### src/rtl/tick_timer_pkg.sv
package tick_timer_pkg;

   typedef enum logic {
      SRC_SLOW = 1'b0,
      SRC_FAST = 1'b1
   } tick_src_e;

   localparam int unsigned DEF_CNT_W     = 12;
   localparam int unsigned DEF_BYTE_W    = 8;
   localparam int unsigned DEF_BLINK_LOG = 2;

endpackage

### src/rtl/tick_source_mux.sv
module tick_source_mux
   import tick_timer_pkg::*;
#(
   parameter bit TICK_REG = 1'b0
) (
   input  logic clk,
   input  logic rst_n,
   input  logic fast_sel,
   input  logic fast_tick,
   input  logic slow_tick,
   output logic tick
);

   tick_src_e src;
   logic      raw_tick;

   assign src      = tick_src_e'(fast_sel);
   assign raw_tick = (src == SRC_FAST) ? fast_tick : slow_tick;

   generate
      if (TICK_REG) begin : g_reg
         logic tick_q;
         always_ff @(posedge clk) begin
            if (!rst_n) tick_q <= 1'b0;
            else        tick_q <= raw_tick;
         end
         assign tick = tick_q;
      end else begin : g_comb
         assign tick = raw_tick;
      end
   endgenerate

endmodule

### src/rtl/reload_count_core.sv
module reload_count_core #(
   parameter int unsigned CNT_W  = 12,
   parameter int unsigned BYTE_W = 8
) (
   input  logic              clk,
   input  logic              rst_n,
   input  logic              wr_en,
   input  logic              wr_hi,
   input  logic [BYTE_W-1:0] wr_data,
   input  logic              tick,
   output logic              fire,
   output logic              expire_q
);

   localparam int unsigned HI_W = CNT_W - BYTE_W;

   logic [BYTE_W-1:0] lo_q;
   logic [HI_W-1:0]   hi_q;
   logic [CNT_W-1:0]  cnt_q;
   logic [CNT_W-1:0]  reload;
   logic              armed_q;
   logic              hi_wr;
   logic              lo_wr;
   logic              unused_data_top;

   assign unused_data_top = ^wr_data[BYTE_W-1:HI_W];
   assign hi_wr  = wr_en && wr_hi;
   assign lo_wr  = wr_en && !wr_hi;
   assign reload = {hi_q, lo_q};
   assign fire   = tick && armed_q && !hi_wr && (cnt_q == '0);

   always_ff @(posedge clk) begin
      if (!rst_n) begin
         lo_q     <= '0;
         hi_q     <= '0;
         cnt_q    <= '0;
         armed_q  <= 1'b0;
         expire_q <= 1'b0;
      end else begin
         expire_q <= fire;
         if (lo_wr) lo_q <= wr_data;
         if (hi_wr) begin
            hi_q    <= wr_data[HI_W-1:0];
            cnt_q   <= {wr_data[HI_W-1:0], lo_q};
            armed_q <= 1'b1;
         end else if (tick && armed_q) begin
            if (cnt_q == '0) begin
               cnt_q <= reload;
               if (reload == '0) armed_q <= 1'b0;
            end else begin
               cnt_q <= cnt_q - CNT_W'(1);
            end
         end
      end
   end

   assert_lo_keeps_count_R2: assert property (@(posedge clk) disable iff (!rst_n)
      (lo_wr && !tick) |=> ($stable(cnt_q) && $stable(armed_q)));

   assert_hi_restarts_R3: assert property (@(posedge clk) disable iff (!rst_n)
      hi_wr |=> (armed_q && !expire_q));

   assert_halt_stays_R7: assert property (@(posedge clk) disable iff (!rst_n)
      (!armed_q && !hi_wr) |=> (!armed_q && !expire_q));

   assert_hold_no_tick_R9: assert property (@(posedge clk) disable iff (!rst_n)
      (!tick && !hi_wr) |=> $stable(cnt_q));

endmodule

### src/rtl/blink_divider.sv
module blink_divider #(
   parameter int unsigned DIV_LOG2 = 2
) (
   input  logic clk,
   input  logic rst_n,
   input  logic evt,
   output logic blink
);

   logic blink_q;

   generate
      if (DIV_LOG2 == 0) begin : g_every
         always_ff @(posedge clk) begin
            if (!rst_n)   blink_q <= 1'b0;
            else if (evt) blink_q <= ~blink_q;
         end
      end else begin : g_div
         logic [DIV_LOG2-1:0] phase_q;
         always_ff @(posedge clk) begin
            if (!rst_n) begin
               phase_q <= '0;
               blink_q <= 1'b0;
            end else if (evt) begin
               phase_q <= phase_q + DIV_LOG2'(1);
               if (&phase_q) blink_q <= ~blink_q;
            end
         end
      end
   endgenerate

   assign blink = blink_q;

endmodule

### src/rtl/tick_reload_timer.sv
module tick_reload_timer
   import tick_timer_pkg::*;
#(
   parameter int unsigned CNT_W     = DEF_CNT_W,
   parameter int unsigned BYTE_W    = DEF_BYTE_W,
   parameter int unsigned BLINK_LOG = DEF_BLINK_LOG,
   parameter bit          TICK_REG  = 1'b0
) (
   input  logic              clk,
   input  logic              rst_n,
   input  logic              wr_en,
   input  logic              wr_hi,
   input  logic [BYTE_W-1:0] wr_data,
   input  logic              fast_sel,
   input  logic              fast_tick,
   input  logic              slow_tick,
   output logic              expire,
   output logic              blink
);

   initial begin
      assert (CNT_W > BYTE_W && CNT_W < 2 * BYTE_W)
         else $error("CNT_W must exceed BYTE_W and be below twice BYTE_W");
      assert (BLINK_LOG <= 8)
         else $error("BLINK_LOG out of range");
   end

   logic tick;
   logic fire;

   tick_source_mux #(.TICK_REG(TICK_REG)) u_src (
      .clk       (clk),
      .rst_n     (rst_n),
      .fast_sel  (fast_sel),
      .fast_tick (fast_tick),
      .slow_tick (slow_tick),
      .tick      (tick)
   );

   reload_count_core #(.CNT_W(CNT_W), .BYTE_W(BYTE_W)) u_core (
      .clk      (clk),
      .rst_n    (rst_n),
      .wr_en    (wr_en),
      .wr_hi    (wr_hi),
      .wr_data  (wr_data),
      .tick     (tick),
      .fire     (fire),
      .expire_q (expire)
   );

   blink_divider #(.DIV_LOG2(BLINK_LOG)) u_blink (
      .clk   (clk),
      .rst_n (rst_n),
      .evt   (fire),
      .blink (blink)
   );

   assert_pulse_single_R5: assert property (@(posedge clk) disable iff (!rst_n)
      expire |=> !expire);

   assert_blink_only_on_expiry_R8: assert property (@(posedge clk) disable iff (!rst_n)
      !$stable(blink) |-> expire);

   generate
      if (!TICK_REG) begin : g_tick_chk
         assert_expiry_needs_tick_R6: assert property (@(posedge clk) disable iff (!rst_n)
            expire |-> $past(fast_sel ? fast_tick : slow_tick));
      end
   endgenerate

endmodule

### config.mk
export PLATFORM = sky130hd
export DESIGN_NAME = tick_reload_timer
export DESIGN_NICKNAME = d
export VERILOG_FILES = /design/src/rtl/tick_timer_pkg.sv /design/src/rtl/tick_source_mux.sv /design/src/rtl/reload_count_core.sv /design/src/rtl/blink_divider.sv /design/src/rtl/tick_reload_timer.sv
export SDC_FILE = /design/constraint.sdc
export NUM_CORES = 1
export LEC_CHECK = 0
export ABC_AREA = 1
export BUFFER_PORTS_ARGS = -buffer_cell sky130_fd_sc_hd__buf_2
export CORE_AREA = 2 2 72 74
export CTS_BUF_LIST = sky130_fd_sc_hd__clkbuf_4 sky130_fd_sc_hd__clkbuf_8 sky130_fd_sc_hd__clkbuf_16
export DETAILED_ROUTE_END_ITERATION = 8
export DIE_AREA = 0 0 74 76
export GPL_TIMING_DRIVEN = 0
export SLEW_MARGIN = 15
export SYNTH_ARGS = -nofsm -noshare
export SYNTH_HDL_FRONTEND = slang
export SYNTH_SLANG_ARGS = --single-unit
### constraint.sdc
create_clock -name clk -period 2.05 [get_ports clk]
set_input_delay 0.3075 -clock clk [delete_from_list [all_inputs] [get_ports clk]]
set_output_delay 0.3075 -clock clk [all_outputs]
set_load 0.02 [all_outputs]
## Yosys cells after proc, flatten, opt, wreduce, memory -nomap -nowiden

Index checks and enable logic that the tools add are counted.

| word-level totals | value |
|---|---|
| register bits | 29 |
| bits in latches | 0 |
| RAM bits | 0 |
| ROM bits | 0 |
| bits of input ports | 15 |
| output and inout port bits | 2 |
| logic and storage cells | 32 |
| memories kept | 0 |

| operators by class | value |
|---|---|
| add/sub/neg operators | 2 |
| multipliers | 0 |
| divide/modulo/power cells | 0 |
| order comparisons | 0 |
| equality and inequality tests | 0 |
| shift operators | 0 |
| muxes and demuxes | 8 |
| bitwise gates (word level) | 1 |
| reductions and logical operators | 14 |

Operators by type and width:

| operator | number |
|---|---|
| $mux 12 | 3 |
| $logic_not 12->1 | 2 |
| $sub 12x1->12 const B | 1 |
| $reduce_and 3->1 | 2 |
| $reduce_bool 2->1 | 3 |
| $logic_and 1x1->1 | 5 |
| $mux 1 | 5 |
| $add 2x1->2 const B | 1 |
| $logic_not 1->1 | 2 |
| $not 1->1 | 1 |

## Longest topological paths before layout

| depth | value |
|---|---|
| depth in word-level cells | 5 |
| mapped depth | 11 |
| gate-level depth less buffers | 11 |

## Hierarchy

A second synthesis with hierarchy kept.

| second synthesis, totals | value |
|---|---|
| cells, all modules | 239 |
| area total of the unflattened synthesis | 1556.5 µm² |

Modules (own cells, without submodules):

| module | times used | cells each | area each (µm²) | seq. area each (µm²) |
|---|---|---|---|---|
| reload_count_core | 1 | 219 | 1425.1 | 520.5 |
| blink_divider | 1 | 16 | 116.4 | 60.1 |
| tick_source_mux | 1 | 4 | 15.0 | 0.0 |

## Worst setup path after synthesis

No wires, ideal clock.

| timing | value |
|---|---|
| kind | flip-flop to flip-flop |
| from | register u_core.cnt_q[0] |
| to | register u_blink.blink_q (netlist: u_blink.blink) |
| library setup time | 0.115 ns |
| data arrival time | 1.360 ns |
| data required time | 1.935 ns |
| path slack | 0.575 ns |
| cell stages (with the launch flop) | 12 |
| path buffers | 0 |
| clock period less this slack | 1.475 ns |
| cells stage by stage | dfxtp_1 -> inv_1 -> ha_1 -> inv_1 -> nor2_1 -> nand2_1 -> nor2_2 -> nand2_2 -> nor2_4 -> nand3_1 -> nand2_1 -> nor2_1 |

| on the way | value |
|---|---|
| word-level cells in the longest chain between the ends | 3 |

RTL lines:

| item | RTL line | source |
|---|---|---|
| start, declared | reload_count_core.sv:19 | `logic [CNT_W-1:0] cnt_q;` |
| start signal, assigned | reload_count_core.sv:44 | `cnt_q <= {wr_data[HI_W-1:0], lo_q};` |
| start signal, assigned | reload_count_core.sv:48 | `cnt_q <= reload;` |
| start signal, assigned | reload_count_core.sv:51 | `cnt_q <= cnt_q - CNT_W'(1);` |
| $logic_not 12->1 | reload_count_core.sv:30 | `assign fire = tick && armed_q && !hi_wr && (cnt_q == '0);` |
| $logic_and 1x1->1 | reload_count_core.sv:30 |  |
| $reduce_and 3->1 (no source line) | - |  |
| end signal, assigned | blink_divider.sv:26 | `if (&phase_q) blink_q <= ~blink_q;` |
| end, declared | blink_divider.sv:10 | `logic blink_q;` |

No other way between the ends.
A chain may end at the register's enable or synchronous reset.

## Final worst setup path

Ends and elaborated chain as after synthesis.

==> reports/summary.log <==
qor: critical_path.critPathMaxStageDelay 0.30 ns
qor: synth.netlist_top_cells_count nand2_1, inv_1, dfxtp_1, a21oi_1, o21ai_0
qor: synth.post_synth_main_area_contributors dfxtp_1, nand2_1, a21oi_1, o21ai_0, inv_1
qor: floorplanning.fp.dieW 74 µm
qor: sta.achievable_clock_frequency 589 MHz
qor: placed_design.finalWeightedCongestion 0.854
qor: pwr.power.internal 1050 µW
qor: critical_path.crit_path_top_delay_cell dfxtp_1
qor: drt.route.vias.total 1586
qor: synth.syn_nets 263
qor: sta.final.min_clock_period 1.70 ns
qor: placed_design.hpwlAfterDp 2980 µm
qor: layout.fill_cells 532
qor: drt.detail_route.wirelength 3890 µm
qor: critical_path.critical_path_peak_fanout 7
qor: global_route.maximum_number_of_pins_on_one_net_before_global_route_repair 11
qor: layout.layout-drive-gt1-share 17.9%
qor: sta.final-hold-violation-count 0
qor: status.status finished clean
qor: drt.firstDrtPassIters 4
qor: layout.n_antenna_cell 0
qor: sta.tightest_slew 0.470 ns
qor: synth.yosys_most_used_dff dfxtp_1
qor: floorplanning.core_region_area 4910 µm²
qor: synth.ys_seq_area_share 35.5%
qor: drt.routed_wire_length_per_instance 11.5 µm
qor: floorplanning.placementRows 26
qor: layout.syn_to_final_growth 15.8%
qor: floorplanning.area_of_the_die 5620 µm²
qor: cts.clkLatencyLatePin 0.28 ns
qor: global_route.aggregate_global_routing_overflow 0
qor: critical_path.timing.critical_path.arrival 1.87 ns
qor: sta.finalSetupViolations 0
qor: cts.clock_path_buffers 2
qor: synth.yosys.cell_types.count 27
qor: synth.synth.cell_area 1630 µm²
qor: synth.yosysWarningCount 0
qor: cts.cts_sinks 29
qor: sta.hold_slack 0.303 ns
qor: synth.synthesis.instances 245
qor: synth.most_area_hungry_cell_type_in_the_yosys_netlist dfxtp_1
qor: global_route.number_of_global_route_vias_before_repair 1475
qor: sta.drv_slew 0
qor: pwr.share_seq_of_total_power 40.5%
qor: global_route.grt_use_total 15.1%
qor: layout.final_net_count 286
qor: sta.worst_slew_margin_rel 68.7%
qor: pwr.combinationalPowerShare 28.6%
qor: cts.cts_inserted_buffers 5
qor: critical_path.critical_path_class register to register
qor: pwr.leakage 0.000892 µW
qor: drt.vias_per_cell 4.69
qor: floorplanning.io-pin-count 17
qor: cts.post_cts.resized_instances 0
qor: cts.hold_buffers 0
qor: floorplanning.start_util 33.3%
qor: placed_design.placement.io_buffers 16
qor: critical_path.cp-start-kind register
qor: global_route.wire_length_of_the_first_global_routing_pass 6720 µm
qor: min_path.min-delay-path-class primary input to register
qor: cts.cts.clk_slew.worst_paths 0.06 ns
qor: sta.clock-skew-final 0.00364 ns
qor: global_route.grt_antenna_before_repair 0
qor: cts.clock_tree.root_cell clkbuf_8
qor: sta.grt_setup_unrepaired false
qor: pwr.pwr-share-clk 30.9%
qor: synth.synth_register_bits 29
qor: pwr.powerDensity 843 nW/µm²
qor: critical_path.critical_path.endpoint_type register
qor: job.maximum_capacitance_violations 0
qor: synth.synth_edf_count 0
qor: synth.yosys.area.top_type_share 35.5%
qor: drt.postRouteAntennaNets 0
qor: drt.route.detailed.drc 0
qor: floorplanning.floorplan.die.height 76 µm
qor: cts.post-cts-setup-buffer-count 0
qor: drt.drt_iter0_drc 99
qor: cts.clock_tree_from_tritoncts done
qor: synth.top_count_cell_post_synth nand2_1
qor: sta.final.period_utilization 82.8%
qor: cts.h-tree-depth 2
qor: pwr.power_switching_share 34.0%
qor: critical_path.critPathRequiredTime 2.23 ns
qor: synth.syn_area_cell 6.67 µm²
qor: critical_path.crit_path_cell_trace inv_1 > ha_1 > inv_1 > nor2_1 > nand2_1 > nor2_2 > nand2_2 > nor2_4 > nand3_1 > nand2_1 > nor2_1
qor: pwr.p_sw 543 µW
qor: pwr.power.ir.vdd_worst 0.000512 V
qor: sta.finalSetupTns 0 ns
qor: synth.synth_async_sr_flop_share 0%
[routing by layer]
metal,share of wire [%],vias to the layer above,global-route usage (%)
li1,-,839,-
met1,46,694,20.8
met2,45,47,23.1
met3,6.3,6,3.31
met4,1.8,0,5.27
met5,0,-,0
[flip-flops by register name (all words and copies together) (netlist names)]
name	cells
u_core.cnt_q	12
u_core.hi_q	4
u_core.expire_q	1
u_blink.blink	1
u_blink.g_div.phase_q	2
u_core.armed_q	1
u_core.lo_q	8
[area by class of cell]
cell class                 count  area (µm²)  area share [%]
inverter                      33         124            6.55
tap                           70        87.6            4.63
clock buffer                   7        90.1            4.76
timing repair buffer          16        80.1            4.23
buffer                         5        31.3            1.65
sequential                    29         581            30.7
multi-input combinational    178         898            47.5
[path summary, 6_finish.rpt]
kind	to	startpoint	slack (ns)	cells after the start
max	u_blink.blink$_SDFFE_PN0P_	u_core.cnt_q[0]$_SDFFE_PN0P_	0.35	11
min	u_core.hi_q[0]$_SDFFE_PN0P_	wr_data[0]	0.30	3
max reg2reg	u_blink.blink$_SDFFE_PN0P_	u_core.cnt_q[0]$_SDFFE_PN0P_	0.35	11
min reg2reg	u_core.lo_q[5]$_SDFFE_PN0P_	u_core.lo_q[5]$_SDFFE_PN0P_	0.48	2
[cells in the final DEF, fill, tap and decap left out]
cell type and count:
a31oi_1 1, a21oi_2 1, clkbuf_4 1, buf_2 17, clkbuf_8 6, buf_4 1, nand3b_1 2, o21ai_2 1
o21ai_1 4, nand2_2 5, nor4_1 1, nor2_2 4, nand2_1 59, clkbuf_1 2, o21ai_0 24, nand3_1 15
ha_1 3, nand2_4 2, dfxtp_1 29, inv_1 30, nand3_2 2, nand4_1 2, nor3_1 3, xnor2_1 1
nor2_1 17, buf_6 1, a21oi_1 27, inv_2 3, nor2_4 4
[worst max-delay path: cells and delay by family, from the launching register on]
| family | cells | cell delay (ns) |
|---|---|---|
| DFF | 1 | 0.30 |
| buffers and inverters | 2 | 0.21 |
| adders and majority gates | 1 | 0.26 |
| and+or+nand+nor | 8 | 0.81 |
[power by group through the flow]
stage / Sequential (µW) / Combinational (µW) / Clock [µW]
floorplan: 647 / 358 / 0
global placement: 657 / 455 / 0
detailed placement: 658 / 457 / 0
CTS: 646 / 459 / 501
global route: 652 / 528 / 529
finish: 645 / 456 / 493
[stage by stage]
stage | power, µW | util, % | instances | instance area [µm²] | setup WS, ns
2_1_floorplan | 1010 | - | 245 | 1630 | 0.575
3_3_place_gp | 1110 | 36.7 | 331 | 1800 | 0.365
3_5_place_dp | 1110 | 36.7 | 331 | 1800 | 0.352
4_1_cts | 1610 | 38.5 | 338 | 1890 | 0.338
5_1_grt | 1710 | 38.5 | 338 | 1890 | 0.206
6_report | 1590 | 38.5 | 338 | 1890 | 0.353
[cells by family after synthesis]
| group | count (synthesis) | share of synthesized area (%) |
|---|---|---|
| adders and majority gates | 3 | 2.30 |
| buffers and inverters | 38 | 9.49 |
| AOI/OAI and AO/OA | 58 | 18.3 |
| DFF | 29 | 35.5 |
| and+or+nand+nor | 116 | 33.8 |
| xor gates and xnor gates | 1 | 0.536 |
(Power assumes the default switching activity.)
